[src/rtl/isort_pkg.sv]
package isort_pkg;
    parameter int unsigned WORD_W = 16;

    typedef logic [WORD_W-1:0] word_t;

    typedef struct packed {
        logic  occ;
        word_t val;
    } cell_t;

    typedef enum logic [1:0] {
        ST_IDLE  = 2'd0,
        ST_RUN   = 2'd1,
        ST_DRAIN = 2'd2
    } phase_t;

    // Edges from the start edge to the done edge: every pass streams its
    // words back to back, and only the last block dump is not hidden.
    function automatic int unsigned sort_latency(int unsigned m, int unsigned n);
        int unsigned p;
        p = m / n;
        return n * p * (p + 1) / 2 + n;
    endfunction

    function automatic int unsigned bits_for(int unsigned v);
        return (v < 2) ? 1 : $clog2(v);
    endfunction
endpackage

[src/rtl/isort_chain.sv]
module isort_chain
    import isort_pkg::*;
#(
    parameter int N = 8
) (
    input  logic             clk,
    input  logic             rst,
    input  logic             in_vld,
    input  word_t            in_word,
    input  logic             clear,
    output cell_t [N-1:0]    cells_nxt,
    output logic             ovf_vld,
    output word_t            ovf_word
);
    cell_t [N-1:0] cur_q;
    logic          cv [N+1];
    word_t         cd [N+1];

    // Ripple insertion: the word settles through all N cells in one cycle.
    always_comb begin
        cell_t eff;
        cv[0] = in_vld;
        cd[0] = in_word;
        for (int i = 0; i < N; i++) begin
            eff = cur_q[i];
            if (clear) eff.occ = 1'b0;
            cells_nxt[i] = eff;
            cv[i+1]      = 1'b0;
            cd[i+1]      = cd[i];
            if (cv[i]) begin
                if (!eff.occ) begin
                    cells_nxt[i] = '{occ: 1'b1, val: cd[i]};
                end else if (cd[i] > eff.val) begin
                    cells_nxt[i] = '{occ: 1'b1, val: cd[i]};
                    cv[i+1]      = 1'b1;
                    cd[i+1]      = eff.val;
                end else begin
                    cv[i+1]      = 1'b1;
                    cd[i+1]      = cd[i];
                end
            end
        end
    end

    assign ovf_vld  = cv[N];
    assign ovf_word = cd[N];

    always_ff @(posedge clk) begin
        if (rst) cur_q <= '0;
        else     cur_q <= cells_nxt;
    end

    for (genvar g = 0; g < N - 1; g++) begin : g_ord

        chain_order_chk: assert property (@(posedge clk) disable iff (rst)
            cur_q[g+1].occ |-> (cur_q[g].occ && (cur_q[g].val >= cur_q[g+1].val)));
    end
endmodule

[src/rtl/isort_dump.sv]
module isort_dump
    import isort_pkg::*;
#(
    parameter int M = 32,
    parameter int N = 8
) (
    input  logic                  clk,
    input  logic                  rst,
    input  logic                  load,
    input  cell_t [N-1:0]         cells_in,
    input  logic [$clog2(M)-1:0]  base,
    input  logic [$clog2(M)-1:0]  rd_addr,
    output word_t                 rd_data,
    output logic                  last_wr
);
    localparam int AW = $clog2(M);
    localparam int CW = bits_for(N);

    word_t          snap [N];
    word_t          mem  [M];
    logic [AW-1:0]  base_q;
    logic [CW-1:0]  cnt;
    logic           act;
    logic [AW-1:0]  wr_addr;
    word_t          wr_word;
    logic [N-1:0]   occ_in;

    assign wr_addr = base_q + AW'(cnt);
    assign wr_word = snap[cnt];
    assign last_wr = act && (cnt == CW'(N - 1));
    assign rd_data = mem[rd_addr];

    always_comb begin
        for (int i = 0; i < N; i++) occ_in[i] = cells_in[i].occ;
    end

    always_ff @(posedge clk) begin
        if (rst) begin
            act <= 1'b0;
            cnt <= '0;
        end else if (load) begin
            act <= 1'b1;
            cnt <= '0;
        end else if (act) begin
            cnt <= cnt + 1'b1;
            if (cnt == CW'(N - 1)) act <= 1'b0;
        end
    end

    always_ff @(posedge clk) begin
        if (load) begin
            base_q <= base;
            for (int i = 0; i < N; i++) snap[i] <= cells_in[i].val;
        end
        if (act) mem[wr_addr] <= wr_word;
    end


    full_snap_chk: assert property (@(posedge clk) disable iff (rst)
        load |-> (&occ_in));


    dump_desc_chk: assert property (@(posedge clk) disable iff (rst)
        (act && cnt != '0) |-> (wr_word <= $past(wr_word)));
endmodule

[src/rtl/isort_top.sv]
module isort_top
    import isort_pkg::*;
#(
    parameter int M = 32,
    parameter int N = 8
) (
    input  logic                  clk,
    input  logic                  rst,
    input  logic                  start,
    input  logic                  load_valid,
    input  logic [15:0]           load_data,
    input  logic [$clog2(M)-1:0]  rd_addr,
    output logic [15:0]           rd_data,
    output logic                  busy,
    output logic                  done
);
    localparam int P   = M / N;
    localparam int AW  = $clog2(M);
    localparam int PW  = bits_for(P);
    localparam int RD  = (M > N) ? M - N : 1;
    localparam int RW  = bits_for(RD);
    localparam int unsigned LAT = sort_latency(M, N);

    phase_t         phase;
    logic [PW-1:0]  pass_q;
    logic [AW-1:0]  word_idx;
    logic [AW-1:0]  load_ptr;

    word_t          inbuf [M];
    word_t          rbank [2][RD];

    logic           run;
    logic           last_in_pass;
    logic           rb_rd, rb_wr;
    logic [RW-1:0]  ovf_addr;
    word_t          src;

    cell_t [N-1:0]  cells_nxt;
    logic           ovf_vld;
    word_t          ovf_word;
    logic           last_wr;
    word_t          rd_word;

    assign run          = (phase == ST_RUN);
    assign busy         = (phase != ST_IDLE);
    assign last_in_pass = (32'(word_idx) == 32'(M - 1) - 32'(pass_q) * 32'(N));
    assign rb_wr        = pass_q[0];
    assign rb_rd        = ~pass_q[0];
    assign ovf_addr     = RW'(32'(word_idx) - 32'(N));
    assign src          = (pass_q == '0) ? inbuf[word_idx] : rbank[rb_rd][RW'(word_idx)];
    assign rd_data      = rd_word;

    isort_chain #(.N(N)) u_chain (
        .clk       (clk),
        .rst       (rst),
        .in_vld    (run),
        .in_word   (src),
        .clear     (run && word_idx == '0),
        .cells_nxt (cells_nxt),
        .ovf_vld   (ovf_vld),
        .ovf_word  (ovf_word)
    );

    isort_dump #(.M(M), .N(N)) u_dump (
        .clk      (clk),
        .rst      (rst),
        .load     (run && last_in_pass),
        .cells_in (cells_nxt),
        .base     (AW'(32'(pass_q) * 32'(N))),
        .rd_addr  (rd_addr),
        .rd_data  (rd_word),
        .last_wr  (last_wr)
    );

    // Buffers carry no reset: their contents are only read after being written.
    always_ff @(posedge clk) begin
        if (phase == ST_IDLE && load_valid) inbuf[load_ptr] <= load_data;
        if (run && ovf_vld) rbank[rb_wr][ovf_addr] <= ovf_word;
    end

    always_ff @(posedge clk) begin
        if (rst) begin
            phase    <= ST_IDLE;
            pass_q   <= '0;
            word_idx <= '0;
            load_ptr <= '0;
            done     <= 1'b0;
        end else begin
            done <= 1'b0;
            unique case (phase)
                ST_IDLE: begin
                    if (load_valid)
                        load_ptr <= (load_ptr == AW'(M - 1)) ? '0 : load_ptr + 1'b1;
                    if (start) begin
                        phase    <= ST_RUN;
                        pass_q   <= '0;
                        word_idx <= '0;
                    end
                end
                ST_RUN: begin
                    if (last_in_pass) begin
                        word_idx <= '0;
                        if (pass_q == PW'(P - 1)) phase  <= ST_DRAIN;
                        else                      pass_q <= pass_q + 1'b1;
                    end else begin
                        word_idx <= word_idx + 1'b1;
                    end
                end
                ST_DRAIN: begin
                    if (last_wr) begin
                        phase <= ST_IDLE;
                        done  <= 1'b1;
                    end
                end
                default: phase <= ST_IDLE;
            endcase
        end
    end

    // Edge counter used only by the latency check.
    logic [31:0] cyc_q;
    always_ff @(posedge clk) begin
        if (rst || phase == ST_IDLE) cyc_q <= '0;
        else                         cyc_q <= cyc_q + 1'b1;
    end


    ovf_sched_chk: assert property (@(posedge clk) disable iff (rst)
        ovf_vld == (run && (32'(word_idx) >= 32'(N))));


    lat_chk: assert property (@(posedge clk) disable iff (rst)
        done |-> (cyc_q == 32'(LAT)));


    done_pulse_chk: assert property (@(posedge clk) disable iff (rst)
        done |=> !done);


    done_idle_chk: assert property (@(posedge clk) disable iff (rst)
        done |-> !busy);


    start_ign_chk: assert property (@(posedge clk) disable iff (rst)
        (run && start && !last_in_pass) |=> (word_idx == $past(word_idx) + 1'b1));
endmodule

[config.mk]
export PLATFORM = sky130hd
export DESIGN_NAME = isort_top
export DESIGN_NICKNAME = d
export VERILOG_FILES = /design/src/rtl/isort_pkg.sv /design/src/rtl/isort_chain.sv /design/src/rtl/isort_dump.sv /design/src/rtl/isort_top.sv
export SDC_FILE = /design/constraint.sdc
export NUM_CORES = 2
export LEC_CHECK = 0
export ABC_CLOCK_PERIOD_IN_PS = 25000
export BUFFER_PORTS_ARGS = -buffer_cell sky130_fd_sc_hd__buf_2
export CAP_MARGIN = 20
export CORE_MARGIN = 5
export CORE_UTILIZATION = 55
export CTS_BUF_LIST = sky130_fd_sc_hd__clkbuf_4 sky130_fd_sc_hd__clkbuf_8
export DETAILED_ROUTE_END_ITERATION = 10
export PLACE_DENSITY = 0.79
export SLEW_MARGIN = 20
export SYNTH_ARGS = -nofsm -noshare
export SYNTH_HDL_FRONTEND = slang
export SYNTH_SLANG_ARGS = --single-unit
[constraint.sdc]
create_clock -name clk -period 25 [get_ports clk]
set_input_delay 1.25 -clock clk [delete_from_list [all_inputs] [get_ports clk]]
set_output_delay 1.25 -clock clk [all_outputs]
set_load 0.1 [all_outputs]
After elaboration in Yosys (flattened, before gate mapping). Memory sizes are Yosys's and may differ from the RTL's. A register that Yosys moved wholly into a read port is not among the register bits. Index checks and enable logic that the tools add are counted.

Output and inout port bits: 18. Flip-flop bits (word level): 157. Word-level logic and storage cells: 185. RAM bits: 1920. Memories: 4.

Memories: rbank (depth 2, bits a word 384, read ports 1, clocked after Yosys merged registers in 0, write ports 1, RTL line isort_top.sv:30) `word_t rbank [2][RD];`; inbuf (depth 32, bits a word 16, read ports 1, clocked after Yosys merged registers in 1, write ports 1, RTL line isort_top.sv:29) `word_t inbuf [M];`; u_dump.mem (depth 32, bits a word 16, read ports 1, clocked after Yosys merged registers in 0, write ports 1, RTL line isort_dump.sv:20) `word_t mem [M];`; u_dump.snap (depth 8, bits a word 16, read ports 1, clocked after Yosys merged registers in 1, write ports 8, RTL line isort_dump.sv:19) `word_t snap [N];`.

Add/sub/neg operators: 7. Eq/ne operators: 11. Multiplexer cells: 107. $lt $le $gt $ge: 11. Reduce and logical (&&, ||, !) cells: 17. Bitwise gates (word level): 4.

Operators by type and width (number): two-way mux 16 bit (36); two-way mux 384 bit (1); two-way mux 17 bit (16); > comparator 16 bit (8); binary-select mux 16 bit (select 5 bit) (1); demux 16 bit (select 5 bit) (1); two-way mux 1 bit (35); == test 5 x 32 -> 1 bit (1); two-way mux 5 bit (5); two-way mux 2 bit (7); >= comparator 6 bit, second input constant (2); inverter 5 -> 6 bit (2); adder 5 x 1 -> 5 bit, second input constant (2); one-hot mux 5 bit (2 select lines) (1); AND reduction 4 bit (2); logical AND 1 bit (6); less-than comparator 6 x 1 -> 1 bit, second input constant (1); two-way mux 3 bit (2); != test 2 bit, second input constant (3); one-hot mux 2 bit (3 select lines) (1); subtractor 5 x 5 -> 6 bit, first input constant (1); adder 5 x 3 -> 5 bit (1); == test 5 bit, second input constant (1); zero test 5 bit (1); 13 further kinds (20).

Depth between registers and ports, before layout. An unclocked memory read counts as a cell.

Depth after elaboration: 38. Mapped depth: 99. Mapped depth without buffers: 80.

Modules after synthesis. A second synthesis with hierarchy kept.

Cell total of the unflattened synthesis: 5066. Area, all modules: 87358.8 µm².

Modules (own cells, without submodules): isort_top (instances 1, sequential area each 38837.2 µm², cells each 2223, area an instance 49982.9 µm²); isort_dump (instances 1, sequential area each 19508.7 µm², cells each 1355, area an instance 25588.3 µm²); isort_chain (instances 1, sequential area each 2722.6 µm², cells each 1488, area an instance 11787.6 µm²).

Worst setup path after synthesis. OpenSTA, ideal clock, no wires.

Path kind: register to register. From: register pass_q[0]. To: memory rbank[0][102] (netlist bit) (data pin). Arrival: 20417 ps. Stages on the path, launching flop included: 89. Library setup time: 593 ps. Setup slack: 3990 ps. Cells stage by stage: dfxtp_1 -> buf_6 -> buf_12 -> buf_12 -> buf_6 -> buf_4 -> buf_4 -> inv_1 -> ha_1 -> inv_1 -> clkbuf_1 -> nand2_1 -> a31oi_1 -> a31oi_2 -> ha_1 -> nand3_1 -> o221ai_1 -> a21oi_1 -> [... 53 more ...] -> ha_1 -> nand2_1 -> nor3_1 -> a21bo_2 -> a211oi_1 -> clkbuf_1 -> a22oi_1 -> a21oi_1 -> inv_1 -> ha_1 -> nor2b_1 -> o21a_1 -> o21a_1 -> o211ai_1 -> a21o_1 -> a311oi_1 -> nor2_1 -> a21boi_0.

Cells in the longest elaborated chain, start to end: 38. Elaborated cells on any way between the ends: 39. Those cells by class: order compare: 8; mux: 28; bitwise: 1; reduce/logical: 1; memory: 1.

Ends and longest elaborated chain: start, declared (RTL line isort_top.sv:25) `logic [PW-1:0] pass_q;`; start signal, assigned (RTL line isort_top.sv:104) `else pass_q <= pass_q + 1'b1;`; inverter 1 bit (RTL line isort_top.sv:48) `assign rb_rd = ~pass_q[0];`; memory read (2 x 384 bit); binary-select mux 16 bit (select 5 bit) (RTL line isort_top.sv:50) `assign src = (pass_q == '0) ? inbuf[word_idx] : rbank[rb_rd][RW'(word_idx)];`; two-way mux 16 bit (implied by the code) (2 in a row) (RTL line isort_top.sv:50); two-way mux 16 bit * (RTL line isort_top.sv:50); > comparator 16 bit (RTL line isort_chain.sv:33) `end else if (cd[i] > eff.val) begin`; two-way mux 16 bit (RTL line isort_chain.sv:33); two-way mux 16 bit (RTL line isort_chain.sv:31) `if (!eff.occ) begin`; [... 22 more ...]; two-way mux 16 bit (RTL line isort_chain.sv:33); two-way mux 16 bit (RTL line isort_chain.sv:31); two-way mux 16 bit * (RTL line isort_chain.sv:30) `if (cv[i]) begin`; > comparator 16 bit (RTL line isort_chain.sv:33); two-way mux 16 bit (RTL line isort_chain.sv:33); two-way mux 16 bit (RTL line isort_chain.sv:31); two-way mux 16 bit * (RTL line isort_chain.sv:30); via ovf_word[6] (RTL line isort_top.sv:40) `word_t ovf_word;`; end, declared (RTL line isort_top.sv:30).

Mark *: on every way through the listed nets, which the timed path passes. The rest lies on a longest branch. The select of a mux whose other input is x is not followed.

Worst setup path after layout.
From: register word_idx[1]. To: memory rbank[1][94] (netlist bit) (data pin).

Cells in the longest elaborated chain, start to end: 37. Elaborated cells on any way between the ends: 61. Those cells by class: order compare: 8; mux: 50; bitwise: 1; reduce/logical: 2.

Ends and longest elaborated chain: start, declared (RTL line isort_top.sv:26) `logic [AW-1:0] word_idx;`; start signal, assigned (RTL line isort_top.sv:106) `word_idx <= word_idx + 1'b1;`; inverter 5 -> 6 bit (implied by the code) (RTL line isort_top.sv:50); binary-select mux 16 bit (select 5 bit) (RTL line isort_top.sv:50); two-way mux 16 bit (implied by the code) (2 in a row) (RTL line isort_top.sv:50); two-way mux 16 bit (RTL line isort_top.sv:50); > comparator 16 bit (RTL line isort_chain.sv:33); two-way mux 16 bit (RTL line isort_chain.sv:33); two-way mux 16 bit (RTL line isort_chain.sv:31); two-way mux 16 bit (RTL line isort_chain.sv:30); [... 21 more ...]; two-way mux 16 bit (RTL line isort_chain.sv:33); two-way mux 16 bit (RTL line isort_chain.sv:31); two-way mux 16 bit (RTL line isort_chain.sv:30); > comparator 16 bit (RTL line isort_chain.sv:33); two-way mux 16 bit (RTL line isort_chain.sv:33); two-way mux 16 bit (RTL line isort_chain.sv:31); two-way mux 16 bit * (RTL line isort_chain.sv:30); via ovf_word[14] (RTL line isort_top.sv:40).

Marks and branches as above.

==> impl_results.md <==
* Die area at ~170,000 um2
* H-tree depth at 5
* Area growth syn-to-layout at 11.8%
* Max Fclk at around 42 MHz
* Slew @ Worst Pin at about 1200 ps
* Row Count at roughly 150
* Final Hold Vio Count at 0
* CP max stage cell: mux2_2
* Most frequent CP cell: ha_1
* Tmin final at ~24,000 ps
* Status: completed
* Reg clk slew, reported paths at 60 ps
* Antenna violations before repair at 4
* I/O Buffers at 42
* Max VDD drop at ~47 uV
* DRC Markers at 0
* DIE HEIGHT at 407 um
* Ports at 43
* Setup-failing EPs final at 0
* Max cap viols at 0
* Clock Skew at 123 ps
* Number of global-route vias before repair at between 40k and 50k
* Syn_nets at between 5k and 6k
* Worst r2r src: word_idx[1]
* Post-DRT Antenna Nets at 0
* Gate Count Post-Synth at 4,932
* Seq/Total Area, Yosys at ~70%
* Pin count of the biggest net entering global routing at 79
* Post-DR wirelength/cell at just under 30 um
* Post-synthesis async set-or-reset flop share at 0%
* Flops & latches, synth at around 2.1k
* EDFF count, synth at around 1.9k
* Detailed Place HPWL at about 140,000 um
* Worst Hold Class: reg2reg
* DRT Pass-1 Iters at 8
* Vias at 48.8k
* Drt total wl at between 200,000 and 250,000 um
* Grt ovf at 0
* Final net count at between 5k and 6k
* Critical R2R Capture: rbank[1][94]
* HP Start: u_chain.cur_q[114]
* Critical Path End Type: flip-flop
* Pwr Total at roughly 7000 uW
* Layout Utilization at slightly above 60%
* Syn Area/Cell at 17.6 um2
* Worst EP required at between 20,000 and 30,000 ps
* Sink Count at between 2k and 2.5k
* Initial Util at between 50 and 60%
* Highest-count cells in the layout ignoring fill and taps: edfxtp_1, mux4_2, clkbuf_8
* Register-to-Register Setup Slack at around 1300 ps
* TritonCTS clock tree: done
* FF-to-FF path depth at between 70 and 80
* CTS Buffer Depth at 4
* Worst-path fanout max at 48
* PD cells at ~74 nW/um2
* Max-slew violations at 0
* Tcrit/Tclk final at between 90% and 100%
* Later-pin clock latency in the skew report at between 1000 and 1500 ps
* Setup TNS at 0 ps
* Synth warnings at 0
* Synth Cell Area at 86,600 um2
* Yosys cell types at between 100 and 150
* Layout cell share with drive strength beyond 1 at 25.4%
* Global-route wire length before repair at approximately 330,000 um
* Total GRT Usage at between 20% and 30%
* Core box area at between 150,000 and 200,000 um2
* Iter 0 DRT Violations at roughly 7k
* GPL Wtd Cong at approximately 0.94
* Clock Tree Root: clkbuf_8
* CTS Buf Count at between 300 and 400
* Worst Setup Start Kind: flip-flop
* CTS Hold Bufs at 0
* Die Wd at 407 um
* Setup Crit Path Kind: reg2reg
* WHS Endpoint: u_chain.cur_q[114]
* Pleak at between 0.03 and 0.04 uW
* Slew HR at around a quarter
* Commonest non-fill, non-tap cell in the layout: edfxtp_1
* # fillers at 10.6k
* Dominant synthesized flop cell: edfxtp_1
* Vias per std cell at between 6 and 7
* Worst EP arrival at ~24,000 ps
* Max incr delay on CP at a little over 900 ps
* Cells on Worst Hold Path at 2
* RSZ-0062 raised after global routing: no
-- worst max path at each step --
| stage | from | end | slack [ps] |
|---|---|---|---|
| after detailed placement | pass_q[0] | rbank[0][109] | 1170 |
| final | word_idx[1] | rbank[1][94] | 1260 |
| after global placement | pass_q[0] | rbank[0][109] | 1690 |
| after CTS | pass_q[0] | rbank[0][157] | 1070 |
| after floorplan | pass_q[0] | rbank[0][102] | 3990 |
| after global routing | word_idx[3] | rbank[0][335] | 140 |
-- repair_timing --
action / CTS / global route
setup buffers: 0 / 1
endpoints found under the hold margin: 0 / 0
resized for setup: 0 / 3
setup endpoints to repair: 0 / 564
-- Yosys cell counts (10+ instances only) --
master       n  area, um2
a211oi_1    37        278
a21o_1      28        210
a21oi_1    181        906
a21oi_2     12        105
a22oi_1    120        901
a31oi_1     19        119
and2_1      80        500
and3_1      10       62.6
buf_1       24       90.1
buf_2       37        185
buf_4       23        173
buf_6       27        304
clkbuf_1   145        544
dfxtp_1    163       3260
edfxtp_1  1922      57700
ha_1       144       1800
inv_1      179        672
mux2_2      91       1020
mux2i_1    254       2540
mux4_2     417       9390
nand2_1    169        634
nand3_1    115        576
nand4_1     36        225
nor2_1     248        931
nor2b_1     12       75.1
nor3_1      37        185
o211ai_1    13       97.6
o21a_1      26        195
o21ai_0     75        375
o21ai_1     14       70.1
o22ai_1     37        231
o31ai_1     31        233
or3_1       10       62.6
-- cells by family (layout without fill, tap and decap cells) --
family	Yosys count	count (layout)	share of synthesized area [%]
compound gates	709	709	5.61
xor+xnor	3	3	0.0303
fa+ha+maj	144	144	2.08
buf+inv	444	1013	2.38
flops	2085	2085	70.4
mux	777	777	15.3
other cells	0	1	0
simple gates	770	770	4.23
-- layer usage --
metal	up-vias	GRT usage (%)	part of all wire (%)
li1	20500	-	-
met1	24700	36.9	38
met2	3101	42.8	48
met3	471	6.22	11
met4	0	10.9	4.1
met5	-	0	0
-- worst max-delay path, delay by kind of cell (launching register included) --
family | cells | cell delay, ps
AND/OR/NAND/NOR | 26 | 7200
multiplexers | 2 | 1300
buffers and inverters | 9 | 2230
adder cells (fa/ha/maj) | 8 | 2570
AO/OA/AOI/OAI | 32 | 9170
flip-flops | 1 | 710
-- power by group --
part	internal [uW]	total [uW]	switching (uW)
clock	1630	2930	1300
combinational	141	436	295
sequential	3830	3840	8.94
total	5600	7210	1610
-- flip-flops by register name, indices dropped and copies added, names as in the netlist, named ones only --
name,count
pass_q,2
u_dump.cnt,3
load_ptr,5
done,1
phase,2
rbank,768
word_idx,5
u_dump.base_q,2
u_dump.snap,128
u_dump.act,1
inbuf,512
u_dump.mem,512
u_chain.cur_q,136
-- final cells by class --
cell class                 instances  area (um2)  area share [%]
sequential                      2085       61000            63.0
multi-input combinational       2403       24000            24.8
clock buffer                     445        5600            5.78
tap                             2058        2570            2.66
timing repair buffer             247        1960            2.02
clock inverter                   139        1070            1.10
inverter                         182         684           0.706
antenna                            1        2.50         0.00258
-- metrics by stage --
stage | setup WS, ps | instances | instance area (um2) | hold slack [ps]
floorplan | 3990 | 4932 | 86600 | 454
global placement | 1690 | 6967 | 90000 | 466
detailed placement | 1170 | 6968 | 90100 | 473
CTS | 1070 | 7552 | 96700 | 482
global route | 138 | 7560 | 96900 | 511
finish | 1260 | 7560 | 96900 | 482
No activity file was read; power rests on OpenSTA's default activity.
